$ cat src/rtl/mcast_update_engine.sv
module mcast_update_engine #(
  parameter int NTGT   = 8,
  parameter int NSLOT  = 4,
  parameter int MAXW   = 8,
  parameter int DW     = 32,
  parameter int LINE_W = 34,
  parameter int AW     = 32,
  parameter logic [AW-1:0] UPD_ADDR = 32'h0000_0010,
  localparam int BW = DW / 8,
  localparam int TW = $clog2(NTGT),
  localparam int SW = $clog2(NSLOT),
  localparam int IW = $clog2(MAXW),
  localparam int NW = $clog2(MAXW + 1),
  localparam int PW = $clog2(4 * MAXW + 1)
) (
  input  logic               clk,
  input  logic               rst_n,
  input  logic               job_valid,
  output logic               job_ready,
  input  logic [LINE_W-1:0]  job_line,
  input  logic [IW-1:0]      job_first,
  input  logic [NW-1:0]      job_nwords,
  input  logic [MAXW*DW-1:0] job_data,
  input  logic [MAXW*BW-1:0] job_be,
  input  logic [NTGT-1:0]    job_targets,
  input  logic [TW-1:0]      job_writer,
  output logic               cmd_valid,
  input  logic               cmd_ready,
  output logic [AW-1:0]      cmd_addr,
  output logic [1:0]         cmd_cmd,
  output logic [PW-1:0]      cmd_plen,
  output logic [SW-1:0]      cmd_trdid,
  output logic [TW-1:0]      cmd_dest,
  output logic [DW-1:0]      cmd_wdata,
  output logic [BW-1:0]      cmd_be,
  output logic               cmd_eop,
  input  logic               rsp_valid,
  input  logic [SW-1:0]      rsp_trdid,
  output logic               done_valid,
  output logic [SW-1:0]      done_trdid
);
  localparam int FW = $clog2(MAXW + 2);
  localparam int CW = $clog2(NTGT + 1);
  localparam int HW = LINE_W - DW;
  localparam logic [1:0] CMD_WR = 2'b10;

  logic               sending;
  logic [LINE_W-1:0]  line_q;
  logic [IW-1:0]      first_q;
  logic [NW-1:0]      n_q;
  logic [MAXW*DW-1:0] data_q;
  logic [MAXW*BW-1:0] be_q;
  logic [NTGT-1:0]    left_q;
  logic [TW-1:0]      wr_q;
  logic [SW-1:0]      slot_q;
  logic [FW-1:0]      flit_q;
  logic [NSLOT-1:0]   busy;
  logic [CW-1:0]      pend [NSLOT];

  logic              free_found;
  logic [SW-1:0]     free_idx;
  logic [TW-1:0]     cur_tgt;
  logic [NTGT-1:0]   mask_in;
  logic              accept, fire, last;
  logic [IW-1:0]     wsel;

  always_comb begin
    free_found = 1'b0;
    free_idx   = '0;
    for (int i = NSLOT - 1; i >= 0; i--)
      if (!busy[i]) begin
        free_found = 1'b1;
        free_idx   = SW'(i);
      end
  end

  always_comb begin
    cur_tgt = '0;
    for (int i = NTGT - 1; i >= 0; i--)
      if (left_q[i]) cur_tgt = TW'(i);
  end

  always_comb begin
    done_valid = 1'b0;
    done_trdid = '0;
    for (int i = NSLOT - 1; i >= 0; i--)
      if (busy[i] && pend[i] == '0) begin
        done_valid = 1'b1;
        done_trdid = SW'(i);
      end
  end

  assign mask_in   = job_targets & ~(NTGT'(1) << job_writer);
  assign job_ready = !sending && free_found;
  assign accept    = job_valid && job_ready;
  assign fire      = cmd_valid && cmd_ready;
  assign last      = flit_q == FW'(n_q) + FW'(1);
  assign wsel      = IW'(flit_q - FW'(2));

  assign cmd_valid = sending;
  assign cmd_addr  = UPD_ADDR;
  assign cmd_cmd   = CMD_WR;
  assign cmd_plen  = PW'(n_q) << 2;
  assign cmd_trdid = slot_q;
  assign cmd_dest  = cur_tgt;
  assign cmd_eop   = last;
  assign cmd_wdata = (flit_q == '0)     ? line_q[DW-1:0] :
                     (flit_q == FW'(1)) ? DW'(first_q)   :
                                          data_q[wsel*DW +: DW];
  assign cmd_be    = (flit_q == '0)     ? BW'(line_q[LINE_W-1:LINE_W-HW]) :
                     (flit_q == FW'(1)) ? {BW{1'b1}} :
                                          be_q[wsel*BW +: BW];

  always_ff @(posedge clk or negedge rst_n) begin
    if (!rst_n) begin
      sending <= 1'b0;
      line_q  <= '0;
      first_q <= '0;
      n_q     <= '0;
      data_q  <= '0;
      be_q    <= '0;
      left_q  <= '0;
      wr_q    <= '0;
      slot_q  <= '0;
      flit_q  <= '0;
    end else if (accept) begin
      sending <= |mask_in;
      line_q  <= job_line;
      first_q <= job_first;
      n_q     <= job_nwords;
      data_q  <= job_data;
      be_q    <= job_be;
      left_q  <= mask_in;
      wr_q    <= job_writer;
      slot_q  <= free_idx;
      flit_q  <= '0;
    end else if (fire) begin
      if (last) begin
        flit_q          <= '0;
        left_q[cur_tgt] <= 1'b0;
        if (left_q == (NTGT'(1) << cur_tgt)) sending <= 1'b0;
      end else begin
        flit_q <= flit_q + FW'(1);
      end
    end
  end

  always_ff @(posedge clk or negedge rst_n) begin
    if (!rst_n) begin
      busy <= '0;
      for (int i = 0; i < NSLOT; i++) pend[i] <= '0;
    end else begin
      if (done_valid) busy[done_trdid] <= 1'b0;
      if (rsp_valid && busy[rsp_trdid] && pend[rsp_trdid] != '0)
        pend[rsp_trdid] <= pend[rsp_trdid] - CW'(1);
      if (accept) begin
        busy[free_idx] <= 1'b1;
        pend[free_idx] <= CW'($countones(mask_in));
      end
    end
  end

  AST_NOT_WRITER: assert property (@(posedge clk) disable iff (!rst_n)
    cmd_valid |-> cmd_dest != wr_q);
  AST_EOP_LEN: assert property (@(posedge clk) disable iff (!rst_n)
    cmd_valid && cmd_eop |-> cmd_plen == (PW'(flit_q) - PW'(1)) << 2);
  AST_FULL_REFUSE: assert property (@(posedge clk) disable iff (!rst_n)
    &busy |-> !job_ready);
  AST_DONE_ONCE: assert property (@(posedge clk) disable iff (!rst_n)
    done_valid |=> !(done_valid && done_trdid == $past(done_trdid)));
  AST_NO_UNDERFLOW: assert property (@(posedge clk) disable iff (!rst_n)
    rsp_valid && busy[rsp_trdid] |-> pend[rsp_trdid] != '0);
  AST_CMD_HOLD: assert property (@(posedge clk) disable iff (!rst_n)
    cmd_valid && !cmd_ready |=> cmd_valid && $stable(cmd_wdata) && $stable(cmd_be)
      && $stable(cmd_dest) && $stable(cmd_eop));
endmodule

$ cat config.mk
export PLATFORM = sky130hd
export DESIGN_NAME = mcast_update_engine
export DESIGN_NICKNAME = d
export VERILOG_FILES = /design/src/rtl/mcast_update_engine.sv
export SDC_FILE = /design/constraint.sdc
export NUM_CORES = 1
export LEC_CHECK = 0
export ABC_CLOCK_PERIOD_IN_PS = 3400
export CAP_MARGIN = 30
export CORE_MARGIN = 2
export CORE_UTILIZATION = 45
export DETAILED_ROUTE_END_ITERATION = 6
export GPL_ROUTABILITY_DRIVEN = 0
export PLACE_DENSITY = 0.74
export SLEW_MARGIN = 20
export SYNTH_ARGS = -nofsm -noshare
export SYNTH_HDL_FRONTEND = slang
export SYNTH_SLANG_ARGS = --single-unit
$ cat constraint.sdc
create_clock -name clk -period 3.4 [get_ports clk]
set_input_delay 1.02 -clock clk [delete_from_list [all_inputs] [get_ports clk]]
set_output_delay 1.02 -clock clk [all_outputs]
set_load 0.02 [all_outputs]
==> results.md <==
* Setup CP Type: input port to flip-flop
* Post-DRT Antenna Nets at 0
* Avg Cell Area, Syn at 9.08 µm²
* Post-synth top area share at 52.1%
* Worst-path maximum fanout at 4
* Area of the multi-input gates at 0.00802 mm²
* Crit path DAT at 3.97 ns
* Setup violators final at 13
* Total power draw at approximately 23 mW
* F_max at 0.284 GHz
* Fin crit period at about 3.5 ns
* Clk sink count at 364
* Outcome: finished with violations
* CTS Root Cell: clkbuf_16
* Max-slew violation count at 0
* Filler Cell Count at 3060
* P per Cell Area at roughly 960 mW/mm²
* Skew final at ~0.016 ns
* Hold_buf cts at 0
* Fin nets at ~2700
* Count leader, synth: nand2_1
* Row count at 72
* Commonest cells in the netlist: nand2_1 (1052), dfrtp_1 (364), mux4_2 (75)
* Commonest register cell after synthesis: dfrtp_1
* Ys async rst share at 100%
* Failing checks: setup timing
* Worst Setup End Kind: flip-flop
* Total Routed Length at around 53 mm
* Hold Vio Cnt, Final at 0
* Area Growth Syn to Fin at 39.2%
* Initial core utilization at 45.5%
* Post-Layout Inst Area at 0.0243 mm²
* Die W at approximately 200 µm
* Synth Instances at roughly 1900
* P_leak at 11.7 nW
* CTS tree: yes
* CTS buffer count at 41
* WL met3 at about 3.4 mm
* Port bufs at 397
* Worst hold slack at 0.468 ns
* Worst slew pin tran at 0.755 ns
* # placed instances at 2792
* H-tree depth at 2
* RSZ-0062 raised after global routing: true
* Ratio of cells with drive above 1 in the final layout at 14.2%
* Area contributors post-synth: dfrtp_1 (52%), nand2_1 (23%), mux4_2 (9.7%)
* Met2 wire length at between 20 and 30 mm
* CP Launch Type: input port
* Relative slew slack at 49.4%
* Remaining DRCs at 0
* Clk buf depth at 3
* Post-synth EDFFs at 0
* Setup TNS at -0.870 ns
* Ys Warns at 0
* Synth cell types at 54
* Mapped cell area at 0.0175 mm²
* Register area at 0.00912 mm²
* Die area at 0.0405 mm²
* WL/cell at 18.3 µm
* Clock-pin transition on the worst setup and hold timing paths at roughly 0.06 ns
* Largest net degree at the start of global routing at 84
* Gr ovfl total at 0
* Seq/Total Area, Yosys at 52.1%
* Largest area contributor in the netlist: dfrtp_1
* DR vias/cell at 5.19
* Initial drt markers at approximately 1000
* Post-route setup slack at -0.121 ns
* Vias in the first global route at ~15000
* Final std cells w/o fill at 2901
* Maxcap violations at 0
* First-pass GRT wire length at 82.9 mm
* Die Y at 201 µm
* Final Cycle Share at 104%
* Hold Crit Class: input port to asynchronous set/reset pin
* Core ar. at 0.0385 mm²
* Area after DPL at 0.0224 mm²
* WP data required at 3.85 ns
* IO Count at around 430
* Initial antenna violation count at 10
* Synth Register Bits at 364
* GRT Util Overall at 25.9%
* Vias post-DR at 15047
* TritonRoute pass-1 iters at 5
* Maximum VDD drop at 450 µV
* DR top layer: met4
* DP HPWL at around 36 mm
* Clk Latency, worst-skew pair at ~0.54 ns
* WL met1 at between 20 and 25 mm
==> critical path, stage by stage <==
cell,delay [ns]
buf_8,0.10
buf_6,0.12
o31ai_4,0.29
fa_1,0.46
fa_1,0.52
fa_2,0.44
inv_2,0.08
ha_4,0.13
inv_2,0.03
fa_2,0.39
xnor2_4,0.20
nand2_1,0.09
o21ai_2,0.09
==> final timing paths <==
check	start	to	slack, ns	cells after the start
worst max-delay path	job_writer[2]	pend[14]	-0.12	13
worst min-delay path	rst_n	data_q[84]	0.47	1
worst max register to register	flit_q[2]	left_q[3]	1.01	5
worst min register to register	data_q[116]	data_q[116]	0.47	2
max in group asynchronous	rst_n	data_q[44]	1.93	2
min in group clk	data_q[116]	data_q[116]	0.47	2
==> layout make-up <==
cell class	count	share of cell area [%]
tap	518	2.66
inverter	19	0.293
timing repair buffer	492	21.2
antenna	9	0.0925
multi-input combinational	1428	33.0
clock inverter	15	0.493
clock buffer	56	4.91
sequential	364	37.4
==> where the power goes <==
part,internal [mW],switching (mW)
clock,2.54,1.79
combinational,5.39,5.71
sequential,6.51,1.35
==> through the flow <==
| stage | util, % | setup WS, ns |
|---|---|---|
| floorplan | - | -0.445 |
| global placement | 58.1 | -0.983 |
| detailed placement | 58.1 | -1.16 |
| CTS | 62.9 | -0.139 |
| global route | 63.3 | -0.192 |
| finish | 63.3 | -0.121 |
==> routing by layer <==
| metal | GRT usage [%] | up-vias |
|---|---|---|
| met5 | 0 | - |
| met4 | 11.7 | 0 |
| met3 | 4.68 | 123 |
| met2 | 43.2 | 616 |
| met1 | 33.2 | 7315 |
| li1 | - | 6993 |
==> state kept, by name, summed over array words and instances (netlist names) <==
name       cells
be_q          32
busy           4
cmd_trdid      2
cmd_valid      1
data_q       256
first_q        3
flit_q         4
left_q         8
line_q        34
n_q            4
pend          16
==> placed cells by master, fill, tap and decap left out, drive strengths merged, types with 21 or more instances in the layout <==
cell type         n
buf             134
clkbuf           57
clkdlybuf4s50   352
conb             36
dfrtp           364
inv              21
mux2i            44
mux4             76
nand2          1052
o21ai            69
==> what timing repair did <==
item,4_1_cts,5_1_grt
buffers inserted,20,7
cloned,7,1
pin swaps,14,17
gates resized for setup,315,37
setup endpoints to repair,55,50
==> logic make-up (layout without fill, tap and decap cells) <==
family          count (synthesis)  after routing  share of synthesized area, %
mux                           120            120                          12.3
compound gates                122            122                          4.00
buf+inv                       169            582                          4.76
other cells                     2             45                        0.0429
flops                         364            364                          52.1
simple gates                 1126           1126                          25.0
xor+xnor                        9              9                         0.537
fa+ha+maj                      15             15                          1.23
Power figures use the tool's default switching activity.
